**src/rtl/irq_pkg.sv**
```systemverilog
package irq_pkg;
  localparam int ADDR_W = 8;
  localparam int DATA_W = 8;
  localparam int N_BANK = 2;
  localparam int N_CH   = N_BANK * DATA_W;
  localparam int N_IRQ  = 5;
  localparam int SYNC_STAGES = 2;
  localparam logic [N_IRQ-1:0] IRQ_ACT_HI = 5'b11000;

  localparam logic [ADDR_W-1:0] A_CFG1   = 8'h40;
  localparam logic [ADDR_W-1:0] A_STAT0  = 8'h41;
  localparam logic [ADDR_W-1:0] A_MASK0  = 8'h43;
  localparam logic [ADDR_W-1:0] A_MIRR0  = 8'h45;
  localparam logic [ADDR_W-1:0] A_CHMODE = 8'h47;
  localparam logic [ADDR_W-1:0] A_CFG2   = 8'h4A;

  localparam int CFG1_EN_BIT  = 0;
  localparam int CFG1_CLR_BIT = 3;
  localparam int CHMODE_LSB   = 4;  // enables for pins 0..2
  localparam int CFG2_LSB     = 6;  // enables for pins 3..4
  localparam int N_IRQ_LO     = 3;
  localparam int N_IRQ_HI     = N_IRQ - N_IRQ_LO;
endpackage

```
**src/rtl/irq_ext_in.sv**
```systemverilog
module irq_ext_in #(
  parameter int N = 5,
  parameter int STAGES = 2,
  parameter logic [N-1:0] ACT_HI = '0
) (
  input  logic         clk_i,
  input  logic         rst_ni,
  input  logic [N-1:0] pin_i,
  input  logic [N-1:0] en_i,
  output logic [N-1:0] act_o
);
  logic [N-1:0] sync_q [STAGES];

  always_ff @(posedge clk_i or negedge rst_ni) begin
    if (!rst_ni) begin
      for (int s = 0; s < STAGES; s++) sync_q[s] <= ~ACT_HI;
    end else begin
      sync_q[0] <= pin_i;
      for (int s = 1; s < STAGES; s++) sync_q[s] <= sync_q[s-1];
    end
  end

  // level equals active polarity, no latching
  assign act_o = (sync_q[STAGES-1] ~^ ACT_HI) & en_i;
endmodule

```
**src/rtl/irq_stat_bank.sv**
```systemverilog
module irq_stat_bank #(
  parameter int W = 8
) (
  input  logic         clk_i,
  input  logic         rst_ni,
  input  logic [W-1:0] upd_i,
  input  logic [W-1:0] oor_i,
  input  logic         rd_clr_i,
  input  logic [W-1:0] mask_i,
  output logic [W-1:0] stat_o,
  output logic [W-1:0] mirr_o,
  output logic         new_o
);
  logic [W-1:0] stat_q, stat_d, mirr_q, mirr_d, base;

  always_comb begin
    base   = stat_q & {W{~rd_clr_i}};
    // update wins over a same-cycle read-clear
    stat_d = base | (upd_i & oor_i);
    mirr_d = (mirr_q & ~upd_i) | (upd_i & stat_d);
  end

  assign new_o = |(upd_i & oor_i & ~stat_q & ~mask_i);

  always_ff @(posedge clk_i or negedge rst_ni) begin
    if (!rst_ni) begin
      stat_q <= '0;
      mirr_q <= '0;
    end else begin
      stat_q <= stat_d;
      mirr_q <= mirr_d;
    end
  end

  assign stat_o = stat_q;
  assign mirr_o = mirr_q;
endmodule

```
**src/rtl/irq_status_ctrl.sv**
```systemverilog
module irq_status_ctrl
  import irq_pkg::*;
(
  input  logic              clk_i,
  input  logic              rst_ni,
  input  logic [ADDR_W-1:0] addr_i,
  input  logic [DATA_W-1:0] wdata_i,
  input  logic              we_i,
  input  logic              re_i,
  output logic [DATA_W-1:0] rdata_o,
  input  logic [N_CH-1:0]   upd_i,
  input  logic [N_CH-1:0]   above_i,
  input  logic [N_CH-1:0]   below_i,
  input  logic [N_IRQ-1:0]  irq_i,
  output logic              int_o
);
  logic [N_CH-1:0]   stat_all, mirr_all, mask_q;
  logic [N_BANK-1:0] bank_new;
  logic [N_IRQ-1:0]  irq_en_q, irq_act;
  logic              int_en_q, hold_q, hold_d, clr_wr, new_evt;
  logic              irq_pend, stat_pend, int_q;

  for (genvar b = 0; b < N_BANK; b++) begin : g_bank
    logic rd_clr;
    assign rd_clr = re_i && (addr_i == ADDR_W'(A_STAT0 + b));

    irq_stat_bank #(.W(DATA_W)) u_bank (
      .clk_i   (clk_i),
      .rst_ni  (rst_ni),
      .upd_i   (upd_i[b*DATA_W +: DATA_W]),
      .oor_i   (above_i[b*DATA_W +: DATA_W] | below_i[b*DATA_W +: DATA_W]),
      .rd_clr_i(rd_clr),
      .mask_i  (mask_q[b*DATA_W +: DATA_W]),
      .stat_o  (stat_all[b*DATA_W +: DATA_W]),
      .mirr_o  (mirr_all[b*DATA_W +: DATA_W]),
      .new_o   (bank_new[b])
    );

    always_ff @(posedge clk_i or negedge rst_ni) begin
      if (!rst_ni) mask_q[b*DATA_W +: DATA_W] <= '1;
      else if (we_i && addr_i == ADDR_W'(A_MASK0 + b))
        mask_q[b*DATA_W +: DATA_W] <= wdata_i;
    end
  end

  irq_ext_in #(.N(N_IRQ), .STAGES(SYNC_STAGES), .ACT_HI(IRQ_ACT_HI)) u_ext (
    .clk_i (clk_i),
    .rst_ni(rst_ni),
    .pin_i (irq_i),
    .en_i  (irq_en_q),
    .act_o (irq_act)
  );

  // configuration registers
  always_ff @(posedge clk_i or negedge rst_ni) begin
    if (!rst_ni) begin
      int_en_q <= 1'b0;
      irq_en_q <= '0;
    end else if (we_i) begin
      if (addr_i == A_CFG1)   int_en_q <= wdata_i[CFG1_EN_BIT];
      if (addr_i == A_CHMODE) irq_en_q[N_IRQ_LO-1:0] <= wdata_i[CHMODE_LSB +: N_IRQ_LO];
      if (addr_i == A_CFG2)   irq_en_q[N_IRQ-1:N_IRQ_LO] <= wdata_i[CFG2_LSB +: N_IRQ_HI];
    end
  end

  // interrupt combine; clear silences status path until a fresh event
  assign clr_wr    = we_i && (addr_i == A_CFG1) && wdata_i[CFG1_CLR_BIT];
  assign new_evt   = |bank_new;
  assign hold_d    = new_evt ? 1'b0 : (clr_wr ? 1'b1 : hold_q);
  assign stat_pend = |(stat_all & ~mask_q);
  assign irq_pend  = |irq_act;

  always_ff @(posedge clk_i or negedge rst_ni) begin
    if (!rst_ni) begin
      hold_q <= 1'b0;
      int_q  <= 1'b0;
    end else begin
      hold_q <= hold_d;
      int_q  <= int_en_q & ((stat_pend & ~hold_q) | irq_pend);
    end
  end

  assign int_o = int_q;

  // read mux
  always_comb begin
    rdata_o = '0;
    if (addr_i == A_CFG1) rdata_o[CFG1_EN_BIT] = int_en_q;
    if (addr_i == A_CHMODE) rdata_o[CHMODE_LSB +: N_IRQ_LO] = irq_en_q[N_IRQ_LO-1:0];
    if (addr_i == A_CFG2) rdata_o[CFG2_LSB +: N_IRQ_HI] = irq_en_q[N_IRQ-1:N_IRQ_LO];
    for (int b = 0; b < N_BANK; b++) begin
      if (addr_i == ADDR_W'(A_STAT0 + b)) rdata_o = stat_all[b*DATA_W +: DATA_W];
      if (addr_i == ADDR_W'(A_MASK0 + b)) rdata_o = mask_q[b*DATA_W +: DATA_W];
      if (addr_i == ADDR_W'(A_MIRR0 + b)) rdata_o = mirr_all[b*DATA_W +: DATA_W];
    end
  end
endmodule

```
**config.mk**
```make
export PLATFORM = sky130hd
export DESIGN_NAME = irq_status_ctrl
export DESIGN_NICKNAME = d
export VERILOG_FILES = /design/src/rtl/irq_pkg.sv /design/src/rtl/irq_ext_in.sv /design/src/rtl/irq_stat_bank.sv /design/src/rtl/irq_status_ctrl.sv
export SDC_FILE = /design/constraint.sdc
export NUM_CORES = 1
export LEC_CHECK = 0
export ABC_AREA = 1
export BUFFER_PORTS_ARGS = -buffer_cell sky130_fd_sc_hd__buf_4
export CORE_MARGIN = 4
export CORE_UTILIZATION = 40
export CTS_CLUSTER_DIAMETER = 40
export CTS_CLUSTER_SIZE = 10
export DETAILED_ROUTE_END_ITERATION = 6
export HOLD_SLACK_MARGIN = 0.08
export SYNTH_ARGS = -nofsm -noshare
export SYNTH_HDL_FRONTEND = slang
export SYNTH_SLANG_ARGS = --single-unit
```
**constraint.sdc**
```tcl
create_clock -name clk_i -period 1.35 [get_ports clk_i]
set_input_delay 0.27 -clock clk_i [delete_from_list [all_inputs] [get_ports clk_i]]
set_output_delay 0.27 -clock clk_i [all_outputs]
set_load 0.02 [all_outputs]
```
==> results.txt, run 1 <==
----------------------------------------------------
[Final layout]
  Number of nets in the final layout ... just over 600
  Number of standard cells in the final layout excluding fillers ... roughly 660
  Count of inserted antenna diode cells ... 0
  Area added between synthesis and finish ... 47.7%
  Share of layout cells above drive strength 1 ... 43.5%

[Setup path]
  Number of cells traversed by the worst register-to-register path ... 7
  Worst-case register-to-register setup slack ... 60 ps
  Worst reg2reg endpoint ... hold_q
  Req. time, crit path ... 1080 ps
  Beginning of the worst register-to-register path ... mask_q[10]
  Category of the most critical setup path ... input port to primary output
  Nature of the critical path endpoint ... primary output
  Signal arrival time at the worst endpoint ... approximately 1500 ps
  End point of the critical path ... rdata_o[5]
  CP Max Fanout ... 8
  Launching instance or port of the critical path ... addr_i[7]
  Startpoint type of the worst setup path ... input port

[Global route]
  Remaining Overflow, GRT ... 0
  GRT Total Usage ... a little under 20%
  Maximum number of pins on one net before global-route repair ... 40
  Global-route wire length before repair ... approximately 15 mm
  Number of antenna violations at the first check in global routing ... 0
  Via count of the first global-routing pass ... approximately 3.2k

[Synth]
  Mapped Area ... 3410 µm²
  Per-instance average area after synthesis ... between 8 and 9 µm²
  Post-Synthesis Net Count ... 476
  Ranking of synthesized cells by area ... dfrtp_1 32%, dfstp_2 17%, nand2_1 10%
  Number of flip-flops and latches in the synthesized netlist ... 66
  Distinct cells, synth ... 31
  Ys Warns ... 0
  Most area-hungry cell type in the Yosys netlist ... dfrtp_1
  Number of enable flip-flop cells after synthesis ... 0
  Area share of the largest cell type after synthesis ... 32.3%
  Fraction of registers with async set or reset after synthesis ... 100%
  Post-Synthesis Cells ... ~400
  Sequential area share after synthesis ... 49.3%
  Ys flop type ... dfrtp_1

[Pwr]
  IR drop worst, VDD ... around 0.00042 V
  Internal power ... just over 3 mW
  Flop pwr share ... roughly half
  Sw Share ... about a quarter
  Power Density ... roughly 830 nW/µm²
  Leakage power figure ... approximately 2.6 nW
  Combinational Power Share ... ~14%
  Relative contribution of the clock network to total power ... about a third
  P_sw ... ~1.1 mW
  Total power draw ... 4.19 mW

[Timing]
  Portion of the clock cycle consumed by the worst path in the final layout ... 129%
  RSZ-0062 raised after global routing ... true
  Worst path setup slack after routing ... -393 ps
  Maximum clock frequency ... between 0.5 and 0.6 GHz
  Final setup violating endpoints ... 8
  Worst Hold Margin ... roughly 89 ps
  Transition time at the pin with the least slew margin ... ~350 ps
  Total negative slack for setup checks ... -2750 ps
  Largest clock skew in the final design ... between 9 and 10 ps
  Final critical-path required period ... between 1500 and 2000 ps
  Number of pins with negative max-slew slack in the final report ... 0
  Worst-case headroom to the max-slew limit ... between 70% and 80%
  Count of final hold-check violations ... 0

[Place]
  HPWL after detailed placement ... 7.10 mm
  Instance count after placement with tap cells included ... 625
  Number of port buffers ... 81
  Routability-driven placement congestion ratio ... between 0.8 and 0.9

[Routing]
  Final Routed Wirelength ... slightly above 9 mm
  Number of violations reported at the end of detailed-routing iteration 0 ... 115
  Detailed-routing wirelength on met1 ... roughly 4.2 mm
  Routed wl met3 ... between 500 and 600 µm
  Post-detailed-route DRC marker count ... 0
  Highest metal used ... met4
  Met2 wire length ... 4.35 mm
  Via count ... 3212
  Mean routed wirelength per cell ... 14.1 µm
  Drt first pass iters ... 4
  Antenna violation net count after detailed routing ... 0
  Detail-routed via count per cell ... roughly 4.9

[Floorplanning]
  Starting Density ... between 40% and 50%
  Horizontal die dimension ... ~100 µm
  Core Area ... 8260 µm²
  IO Count ... a little over 80
  Total die area ... between 10000 and 15000 µm²
  Die Y ... 100 µm
  Total number of placement rows ... 33

[Clock tree]
  TritonCTS clock tree ... done
  Total number of clock tree sinks ... 66
  Root buf cell ... clkbuf_8
  Clock-pin slew of the registers on the worst-case setup and hold paths ... 80 ps
  Clock Path Buffers ... 2
  CTS buffer count ... 9
  Clock latency on the worst-skew pair ... 350 ps
  # H-tree levels ... 3

[Flow run]
  Reported max-cap violation count ... 0

[Outcome]
  Violated checks ... negative setup slack
  Outcome ... finished, violations left

[Min path]
  Hold WC Path Type ... input port to flop

----------------------------------------------------
## power by group through the flow
stage	combinational, mW	sequential, mW	clock (mW)
after floorplan	0.198	2.16	0
after global placement	0.531	2.16	0
after detailed placement	0.541	2.17	0
after CTS	0.584	2.13	1.48
after global routing	0.658	2.14	1.57
final	0.597	2.13	1.47
## repair_timing
action                                  4_1_cts  5_1_grt
endpoints found under the hold margin        55        0
hold buffers                                  6        0
resized for setup                            31       24
buffers inserted                              9        5
pin swaps                                    16       16
gates cloned                                  0        0
endpoints found under the setup margin       11       25
## layout make-up
class | count | area [µm²]
clock buffers | 12 | 145
clock inverters | 4 | 20.0
fillers | 739 | 3230
inverters | 65 | 269
multi-input cells | 268 | 1640
flip-flops and latches | 66 | 1680
well taps | 105 | 131
repair buffers | 139 | 1150
## placed cells by master (no fill, tap or decap), types with 3 or more instances in the layout
cell and count:
clkinv_2 4, inv_4 5, nor3_1 4, dfrtp_1 44
o21a_1 12, o21bai_1 3, nor2_4 4, inv_1 54
nand3_2 6, clkbuf_8 10, nor2_1 26, o21ai_1 9
buf_4 120, o21ai_2 20, nand2_1 89, nand2_4 6
nand3_1 17, dfstp_2 22, o22ai_1 6, dlygate4sd3_1 6
buf_6 8, nand4_1 10, o21bai_4 5, o21bai_2 4
nor2_2 3, buf_12 4, inv_2 5, o21ai_0 26
## cells by family after synthesis
logic type	after synthesis	synth area share [%]
compound gates	94	18.6
simple gates	174	23.9
flops	66	49.3
buf+inv	69	8.19
## metal layers
layer | track usage [%] | vias up
li1 | - | 1609
met1 | 26.0 | 1498
met2 | 31.2 | 90
met3 | 3.68 | 15
met4 | 7.67 | 0
met5 | 0 | -
## stage by stage
step	setup slack, ps	area, µm²	util (%)
after CTS	-357	4880	59.0
final	-393	5030	60.9
after floorplan	-59.5	3460	-
after global placement	-414	4500	54.5
after global routing	-450	5030	60.9
after detailed placement	-421	4500	54.5
## critical path, stage by stage
cell and delay [ps]:
buf_8 110, inv_12 40, nand2_4 40, nor2_4 220
buf_6 200, nand2_8 70, o211ai_1 160, nor2_1 90
nand4_1 110, buf_4 160
## cell usage after synthesis, types with 4 or more instances
cell type and instances:
o21bai_2 4, dfrtp_1 44, nor2_1 29, dfstp_2 22, o21a_1 12, o21ai_1 4
o21ai_2 18, o22ai_1 8, nand3_1 23, nor3_1 7, nand4_1 10, inv_1 63
o21ai_0 33, o21bai_1 8, nand2_1 92
## worst min-delay path by stage
stage,start,to,slack (ps),cells after the start
floorplan,rst_ni,async pin,-30,0
detailed placement,rst_ni,u_ext.sync_q[8],140,1
global placement,rst_ni,u_ext.sync_q[8],130,1
CTS,upd_i[10],flop,90,2
global route,upd_i[10],flop,80,2
finish,upd_i[10],flop,90,2
(Power assumes the default switching activity.)
==> run 2: changes to the inputs <==
==> constraint.sdc (replaced) <==
create_clock -name clk_i -period 1.8 [get_ports clk_i]
set_input_delay 0.36 -clock clk_i [delete_from_list [all_inputs] [get_ports clk_i]]
set_output_delay 0.36 -clock clk_i [all_outputs]
set_load 0.02 [all_outputs]
==> run 2 against run 1 <==
  * The flow still finishes with violations (negative setup slack)
  * Clock skew fell by 3.2 ps
  * Wire length down 4.1%
  * Setup slack improved by 200 ps
  * Final cell count decreased by 4.4%
  * Flip-flop and latch count unchanged
  * Sequential power down 25%
  * Sequential share of layout area up 2.3 points
  * Combinational power fell by 36%
  * Worst hold slack better by 29 ps
  * Clock-buffer cell count decreased by 3
  * Final area fell by 6.4%
  * Largest power group unchanged
==> results.txt, run 2 (synthesis results as in run 1) <==
----------------------------------------------------
[Clock tree]
  Root buf cell ... clkbuf_8
  Clock-pin slew of the registers on the worst-case setup and hold paths ... 70 ps (about the same)
  TritonCTS clock tree ... done
  Clock latency on the worst-skew pair ... 350 ps (about the same)
  Total number of clock tree sinks ... 66 (unchanged)
  CTS buffer count ... 9 (unchanged)
  # H-tree levels ... 3 (unchanged)
  Clock Path Buffers ... 2 (unchanged)

[Place]
  HPWL after detailed placement ... 6.73 mm (-5.1%)
  Number of port buffers ... 81 (unchanged)
  Routability-driven placement congestion ratio ... 0.831 (+1.7%)

[Global route]
  GRT Total Usage ... 19.2% (-0.23 points)
  Via count of the first global-routing pass ... 3147 (-2.8%)
  Global-route wire length before repair ... 15.1 mm (-1.3%)
  Number of antenna violations at the first check in global routing ... 0 (unchanged)
  Maximum number of pins on one net before global-route repair ... 40 (unchanged)
  Remaining Overflow, GRT ... 0 (unchanged)

[Pwr]
  Sw Share ... 25.8% (about the same)
  Flop pwr share ... 49.7% (-1.1 points)
  IR drop worst, VDD ... 0.000299 V (-29%)
  Leakage power figure ... 2.38 nW (-6.7%)
  Relative contribution of the clock network to total power ... 38.5% (+3.6 points)
  Power Density ... 686 nW/µm² (-18%)
  Combinational Power Share ... 11.8% (-2.4 points)
  Internal power ... 2.40 mW (-23%)
  P_sw ... 0.834 mW (-23%)

[Timing]
  Transition time at the pin with the least slew margin ... 356 ps (+7.32 ps)
  Total negative slack for setup checks ... -1080 ps (+1670 ps)
  RSZ-0062 raised after global routing ... true
  Worst-case headroom to the max-slew limit ... 76.0% (-0.49 points)
  Final critical-path required period ... approximately 2000 ps
  Count of final hold-check violations ... 0 (unchanged)
  Number of pins with negative max-slew slack in the final report ... 0 (unchanged)
  Largest clock skew in the final design ... 6.17 ps (-3.15 ps)
  Final setup violating endpoints ... 8 (unchanged)
  Maximum clock frequency ... between 0.5 and 0.6 GHz
  Portion of the clock cycle consumed by the worst path in the final layout ... 111%
  Worst Hold Margin ... 118 ps (+28.5 ps)
  Worst path setup slack after routing ... -194 ps (+199 ps)

[Outcome]
  Violated checks ... negative setup slack
  Outcome ... finished, violations left

[Routing]
  Antenna violation net count after detailed routing ... 0 (unchanged)
  Via count ... 3082 (-4.0%)
  Drt first pass iters ... 4 (unchanged)
  Mean routed wirelength per cell ... 14.2 µm (+0.28%)
  Number of violations reported at the end of detailed-routing iteration 0 ... 134 (+17%)
  Final Routed Wirelength ... 8.93 mm (-4.1%)
  Post-detailed-route DRC marker count ... 0 (unchanged)
  Detail-routed via count per cell ... 4.89 (+0.37%)

[Setup path]
  Worst reg2reg endpoint ... int_o
  CP Max Fanout ... 5 (-3)
  Beginning of the worst register-to-register path ... mask_q[6]
  Number of cells traversed by the worst register-to-register path ... 7 (unchanged)
  Nature of the critical path endpoint ... primary output
  Category of the most critical setup path ... input port to primary output
  End point of the critical path ... rdata_o[5]
  Startpoint type of the worst setup path ... input port
  Worst-case register-to-register setup slack ... 280 ps (+220 ps)
  Signal arrival time at the worst endpoint ... 1630 ps (+160 ps)
  Launching instance or port of the critical path ... addr_i[7]
  Req. time, crit path ... 1440 ps (+360 ps)

[Final layout]
  Leading cell type in the layout, fill and taps excluded ... buf_4
  Share of layout cells above drive strength 1 ... 38.9% (-4.6 points)
  Filler cell count ... 761 (+3.0%)
  Area added between synthesis and finish ... 38.1%
  Number of nets in the final layout ... 593 (-4.7%)
  Count of inserted antenna diode cells ... 0 (unchanged)
  Sequential cell area ... 1680 µm² (unchanged)
  Leading cell types in the layout, fill and taps excluded ... 93 x buf_4, 90 x nand2_1, 58 x inv_1
  Multi-input gate area ... 1540 µm² (-6.1%)

[Floorplanning]
  Horizontal die dimension ... 100 µm (unchanged)
  Total number of placement rows ... 33 (unchanged)
  IO Count ... 82 (unchanged)
  Die Y ... 100 µm (unchanged)
  Core Area ... 8260 µm² (unchanged)
  Total die area ... 10100 µm² (unchanged)
  Starting Density ... 41.3% (unchanged)

[Min path]
  Hold WC Path Type ... input port to flop
  Instance count along the most critical hold path ... 1 (-1)

[Flow run]
  Reported max-cap violation count ... 0 (unchanged)

----------------------------------------------------
[run 2: through the flow]
stage | setup WS [ps] | util (%) | instances | instance area, µm² | total power [mW]
floorplan | 83.6 | - | 403 | 3410 | 1.76
global placement | -192 | 51.7 | 603 | 4270 | 1.98
detailed placement | -218 | 51.7 | 603 | 4270 | 1.99
CTS | -134 | 56.3 | 629 | 4650 | 3.26
global route | -280 | 57.0 | 630 | 4710 | 3.38
finish | -194 | 57.0 | 630 | 4710 | 3.23
[run 2: repair_timing]
item	CTS	global route
hold buffers	1	0
gates resized for setup	28	15
buffers inserted	7	1
endpoints found under the setup margin	8	8
endpoints found under the hold margin	20	0
pin swaps	10	8
gates cloned	2	0
[run 2: power groups by stage]
stage | clock (mW) | sequential (mW) | combinational (mW)
finish | 1.24 | 1.60 | 0.382
global route | 1.34 | 1.61 | 0.428
CTS | 1.27 | 1.60 | 0.380
detailed placement | 0 | 1.63 | 0.362
global placement | 0 | 1.63 | 0.353
floorplan | 0 | 1.62 | 0.141
[run 2: area by class of cell]
type / count / area share [%]
flip-flops and latches: 66 / 35.7
multi-input cells: 268 / 32.7
repair buffers: 110 / 19.5
inverters: 65 / 5.18
well taps: 105 / 2.79
clock buffers: 9 / 2.63
clock inverters: 7 / 1.46
[run 2: worst max-delay path, stage by stage]
cell      delay (ps)
buf_6             90
inv_2             40
nand2_2           60
nor2_4           190
buf_6            140
buf_6            120
nand2_4           70
o211ai_1         210
nor2_2            80
nand4_1          110
buf_4            150
[run 2: how the worst min path moves through the flow]
stage | startpoint | to | slack (ps)
after floorplan | rst_ni | async pin | 60
after global placement | rst_ni | u_ext.sync_q[8] | 300
after detailed placement | rst_ni | u_ext.sync_q[8] | 300
after CTS | irq_i[2] | u_ext.sync_q[7] | 110
after global routing | irq_i[2] | u_ext.sync_q[7] | 100
final | irq_i[2] | u_ext.sync_q[7] | 120
[run 2: per-layer routing]
metal | share of wire [%] | global-route usage (%)
met2 | 48 | 30.3
met4 | 1.9 | 7.25
met5 | 0 | 0
met3 | 3.9 | 2.43
met1 | 47 | 27.1
